**src/rtl/crb_pkg.sv**
```systemverilog
package crb_pkg;
  // source bit feeding pair position pos in fan-out mode
  function automatic int unsigned pair_src(input int unsigned pos, input logic layout_b,
                                           input int unsigned n);
    return layout_b ? (n - 1 - pos) : pos;
  endfunction
endpackage

```
**src/rtl/crb_capture.sv**
```systemverilog
module crb_capture #(
  parameter int unsigned W = 25
) (
  input  logic         clk_i,
  input  logic         rst_ni,
  input  logic         gate_i,
  input  logic [W-1:0] d_i,
  output logic [W-1:0] q_o
);
  always_ff @(posedge clk_i or negedge rst_ni) begin
    if (!rst_ni)      q_o <= '0;
    else if (!gate_i) q_o <= d_i;
  end
endmodule

```
**src/rtl/crb_fanout.sv**
```systemverilog
module crb_fanout
  import crb_pkg::*;
#(
  parameter int unsigned WIDE_W   = 25,
  parameter int unsigned NARROW_W = 14
) (
  input  logic                fan_i,
  input  logic                layout_b_i,
  input  logic [WIDE_W-1:0]   word_i,
  output logic [WIDE_W-1:0]   out_a_o,
  output logic [NARROW_W-1:0] out_b_o
);
  for (genvar p = 0; p < int'(WIDE_W); p++) begin : g_pos
    if (p < int'(NARROW_W)) begin : g_pair
      logic bit_a, bit_b;
      assign bit_a = word_i[pair_src(p, 1'b0, NARROW_W)];
      assign bit_b = word_i[pair_src(p, 1'b1, NARROW_W)];
      assign out_a_o[p] = !fan_i ? word_i[p] : (layout_b_i ? bit_b : bit_a);
      assign out_b_o[p] = !fan_i ? 1'b0      : (layout_b_i ? bit_b : bit_a);
    end else begin : g_wide
      assign out_a_o[p] = fan_i ? 1'b0 : word_i[p];
    end
  end
endmodule

```
**src/rtl/cmd_reg_buffer.sv**
```systemverilog
module cmd_reg_buffer #(
  parameter int unsigned WIDE_W   = 25,
  parameter int unsigned NARROW_W = 14
) (
  input  logic                clk_i,
  input  logic                rst_ni,
  input  logic                cfg_fan_i,
  input  logic                cfg_layout_b_i,
  input  logic                dcs_ni,
  input  logic                csr_ni,
  input  logic [WIDE_W-1:0]   data_i,
  output logic [WIDE_W-1:0]   out_a_o,
  output logic [NARROW_W-1:0] out_b_o
);
  logic              hold;
  logic [WIDE_W-1:0] word_q;

  assign hold = dcs_ni & csr_ni;

  crb_capture #(.W(WIDE_W)) u_cap (
    .clk_i (clk_i),
    .rst_ni(rst_ni),
    .gate_i(hold),
    .d_i   (data_i),
    .q_o   (word_q)
  );

  crb_fanout #(.WIDE_W(WIDE_W), .NARROW_W(NARROW_W)) u_map (
    .fan_i     (cfg_fan_i),
    .layout_b_i(cfg_layout_b_i),
    .word_i    (word_q),
    .out_a_o   (out_a_o),
    .out_b_o   (out_b_o)
  );
endmodule

```
**config.mk**
```make
export PLATFORM = sky130hd
export DESIGN_NAME = cmd_reg_buffer
export DESIGN_NICKNAME = d
export VERILOG_FILES = /design/src/rtl/crb_pkg.sv /design/src/rtl/crb_capture.sv /design/src/rtl/crb_fanout.sv /design/src/rtl/cmd_reg_buffer.sv
export SDC_FILE = /design/constraint.sdc
export NUM_CORES = 1
export LEC_CHECK = 0
export CORE_UTILIZATION = 30
export CTS_CLUSTER_DIAMETER = 80
export DETAILED_ROUTE_END_ITERATION = 16
export GPL_TIMING_DRIVEN = 0
export MAX_ROUTING_LAYER = met4
export SYNTH_ARGS = -nofsm -noshare
export SYNTH_HDL_FRONTEND = slang
export SYNTH_SLANG_ARGS = --single-unit
```
**constraint.sdc**
```tcl
create_clock -name clk_i -period 1.33 [get_ports clk_i]
set_input_delay 0.1995 -clock clk_i [delete_from_list [all_inputs] [get_ports clk_i]]
set_output_delay 0.1995 -clock clk_i [all_outputs]
set_load 0.02 [all_outputs]
```
## Word level (Yosys, flattened, before mapping)

Cells that the tools add are included.

| operators by class | value |
|---|---|
| bitwise logic cells | 1 |
| muxes and demuxes | 53 |

Operators by type and width:

| cell | count |
|---|---|
| $mux 1 | 53 |
| $and 1x1->1 | 1 |

| word-level totals | value |
|---|---|
| bits in registers | 25 |
| bits of input ports | 31 |
| output and inout bits | 39 |

## Logic depth before layout (Yosys ltp)

| depth | value |
|---|---|
| depth in word-level cells | 2 |
| depth in mapped cells | 4 |

## By module

Synthesis repeated with hierarchy kept, for this count alone.

| unflattened totals | value |
|---|---|
| cells, all modules | 113 |
| area total of the unflattened synthesis | 1577.8 um^2 |

Modules (own cells, without submodules):

| module | cells each | area each (um^2) | instances |
|---|---|---|---|
| crb_capture | 53 | 1033.5 | 1 |
| crb_fanout | 59 | 538.0 | 1 |
| cmd_reg_buffer | 1 | 6.3 | 1 |

## Worst setup path after synthesis

Ideal clock, no wire load.

| timing path | value |
|---|---|
| path kind | input-to-output |
| start | input cfg_layout_b_i |
| end | output out_b_o[3] |
| buffers on the path | 2 |
| arrival | 0.966 ns |
| required time | 1.131 ns |
| stages | 4 |
| path slack | 0.164 ns |
| path through | buf_4 > buf_4 > mux2i_1 > nor2b_1 |

| on the way | value |
|---|---|
| cells in the longest elaborated chain, start to end | 2 |

RTL lines:

| element | RTL line | text |
|---|---|---|
| start: declaration | cmd_reg_buffer.sv:8 | `input logic cfg_layout_b_i,` |
| $mux 1 (2 in a row) | crb_fanout.sv:19 | `assign out_b_o[p] = !fan_i ? 1'b0 : (layout_b_i ? bit_b : bit_a);` |
| end: declaration | cmd_reg_buffer.sv:13 | `output logic [NARROW_W-1:0] out_b_o` |

No other way between the ends.

## Worst setup path after layout

| timing path | value |
|---|---|
| start | register u_cap.q_o[10] |
| end | output out_b_o[10] |

| on the way | value |
|---|---|
| cells in the longest elaborated chain, start to end | 2 |

RTL lines:

| element | RTL line | text |
|---|---|---|
| start: declaration | crb_capture.sv:8 | `output logic [W-1:0] q_o` |
| start signal: assignment | crb_capture.sv:12 | `else if (!gate_i) q_o <= d_i;` |
| $mux 1 (2 in a row) | crb_fanout.sv:19 |  |

No other way between the ends.

==> run_results.csv <==
group,metric,value,unit
status,status,"complete, but fails checks",
status,violations,"negative setup slack",
timing,setup_viol,5,
yosys,synth_warnings,0,
power_and_ir_drop,sw_frac_of_total,0.294,
worst_hold_path,hold_class,"in2async",
yosys,netlist_area,1460,µm²
timing,slew_viol_final,0,
power_and_ir_drop,p_per_area,901,nW/µm²
cells_and_area,nets,226,
critical_path,r2r_slack,290,ps
place,dpl.hpwl,2.77,mm
timing,hold_viol_final,0,
timing,min_period_over_period,1.06,
timing,fin_tns_setup,-285,ps
critical_path,cp.required,1130,ps
critical_path,cp_top_family,"flip-flops",
critical_path,critPathKind,"reg2out",
route,vias,1142,
grt,overflow,0,
route,wire_per_inst,14.9,µm
route,drc,0,
critical_path,cp-end-kind,"output pin",
floorplanning,rows,25,
place,dp_cells,234,
critical_path,cp_cell_sequence,"buf_6 > mux2i_1 > nor2b_1 > buf_4",
route,drt_iter0_drc,15,
cells_and_area,post-route-cell-area,2330,µm²
timing,rsz0062_at_grt,"yes",
timing,final.setup.worst_slack,-75.1,ps
timing,holdWs,140,ps
yosys,synthAdderAreaFrac,0,
floorplanning,fp.dieW,71.8,µm
power_and_ir_drop,intPower,1480,µW
power_and_ir_drop,peakVddDrop,0.000426,V
yosys,syn-num-nets,143,
timing,fmax,0.712,GHz
grt,antenna_found_initial,0,
yosys,synth-compound-area-share,0,
clock_network,cts_hold_buf,0,
route,vias_per_cell,4.60,
yosys,seq_area_frac_synth,0.428,
place,io_buffers,68,
grt,grt_pass1_wl,5.86,mm
floorplanning,ioPinCount,70,
route,first_pass_iters,4,
cells_and_area,fin_cells,248,
cells_and_area,syn_to_final_growth,59.2,%
clock_network,clock_latency,260,ps
floorplanning,core_region_area,4690,µm²
timing,relSlewSlack,0.254,
timing,tightest_slew,1120,ps
clock_network,cts_buffer_depth,2,
floorplanning,dieArea,5150,µm²
critical_path,crit_buf_inv,2,
critical_path,cp.arrival,1210,ps
power_and_ir_drop,combPwrFrac,0.370,
flow_run,maxCapViolCount,0,
grt,grt_pass1_vias,1166,
yosys,ys_ff_latch,25,
timing,finalCriticalPeriod,1410,ps
critical_path,path_max_fanout,4,
cells_and_area,n_fill_cell,428,
yosys,syn_area_per_cell,13.0,µm²
place,place_area,2210,µm²
route,postRouteAntennaNets,0,
critical_path,critPathLaunchType,"flip-flop",
power_and_ir_drop,p_leak,0.00112,µW
yosys,synth_cells,112,
yosys,yosys.cell_types.count,11,
clock_network,cts_num_sinks,25,
cells_and_area,multi_input_area,808,µm²
clock_network,cts_tree,"built",
route,routed_wl,3.70,mm
clock_network,root_buffer,"clkbuf_8",
floorplanning,die_h,71.8,µm
cells_and_area,largest_reg_flops,25,
clock_network,numCtsBuffers,3,
power_and_ir_drop,pwr-share-seq,0.420,
critical_path,cp_slowest_cell,"dfrtp_1",
clock_network,clkTransAtPathRegs,80,ps
yosys,muxShareOfSynthArea,0.422,
place,routabilityCongestion,0.724,
cells_and_area,num_antenna_cells,0,
cells_and_area,seq_area,626,µm²
grt,grt_use_total,0.151,
timing,finClkSkew,0,ps
power_and_ir_drop,p_switching,615,µW
clock_network,cts_htree_levels,1,
yosys,synth_top_family_by_area,"multiplexers",
yosys,yosys.area_share.simple,0.120,
grt,grt_max_degree,26,
cells_and_area,regMostFlops,"u_cap.q_o",
floorplanning,start_util,0.311,
critical_path,crit_path_max_incr_delay,430,ps
cells_and_area,drive_above_1_share,0.479,
yosys,synth_xor_area_frac,0,
cells_and_area,largestRegisters,"u_cap.q_o: 25 flops",
power_and_ir_drop,power_frac_clock,0.210,
synthesized netlist by cell type:
cell type	number	area [µm²]
buf_6	1	11.3
clkbuf_1	2	7.51
mux2_2	29	327
nor2b_1	20	125
nand2_2	2	12.5
and2b_1	5	37.5
dfrtp_1	25	626
buf_4	2	15.0
mux2i_1	14	140
mux2_4	10	150
buf_2	2	10.0
cells by family after synthesis:
logic type / Yosys count
buffers and inverters: 7
DFF: 25
and+or+nand+nor: 27
muxes: 53
layout by cell type (no fill, tap or decap):
cell type,count
clkdlybuf4s50_1,27
mux2_2,26
dfrtp_1,25
nor2b_1,20
buf_6,19
buf_4,15
mux2i_1,14
mux2_4,13
buf_2,7
clkdlybuf4s15_1,6
and2b_1,5
clkbuf_2,4
clkbuf_4,3
clkbuf_8,3
dlygate4sd2_1,2
nand2_4,1
buf_8,1
nand2_2,1
clkbuf_1,1
dlymetal6s2s_1,1
what timing repair did:
action	in CTS	in global routing
endpoints found under the setup margin	39	68
setup buffers	8	2
resized for setup	136	56
gates cloned	0	0
area by class of cell:
cell class	count	share of cell area
well taps	54	0.0290
repair buffers	78	0.310
flip-flops and latches	25	0.269
plain buffers	7	0.0247
multi-input cells	80	0.347
clock buffers	4	0.0194
power groups by stage:
stage / Sequential (µW) / Clock, µW / Combinational [µW]
after detailed placement: 899 / 0 / 740
after floorplan: 879 / 0 / 400
after global routing: 893 / 499 / 827
after global placement: 892 / 0 / 727
after CTS: 880 / 477 / 688
final: 880 / 441 / 775
worst paths after layout:
check                                    from             to  cells past startpoint
worst max register to register  u_cap.q_o[10]  u_cap.q_o[10]                      3
worst min register to register  u_cap.q_o[23]  u_cap.q_o[23]                      1
worst min-delay path                   rst_ni   u_cap.q_o[1]                      1
worst max-delay path            u_cap.q_o[10]    out_b_o[10]                      4
min in group clk_i              u_cap.q_o[23]  u_cap.q_o[23]                      1
max in group asynchronous              rst_ni   u_cap.q_o[5]                      1
layer usage:
| metal | wire length (µm) | GRT usage | vias up | share of wire |
|---|---|---|---|---|
| li1 | - | - | 552 | - |
| met1 | 1650 | 0.201 | 551 | 0.45 |
| met2 | 1880 | 0.245 | 37 | 0.51 |
| met3 | 136 | 0.0141 | 2 | 0.037 |
| met4 | 29 | 0.0458 | 0 | 0.0078 |
| met5 | 0 | - | - | 0 |
per-stage QoR:
stage	util	setup WS, ps	power [µW]
floorplan	-	164	1280
global placement	0.471	-1000	1620
detailed placement	0.471	-983	1640
CTS	0.465	-152	2050
global route	0.496	-146	2220
finish	0.496	-75.1	2100
(Power assumes the default switching activity.)
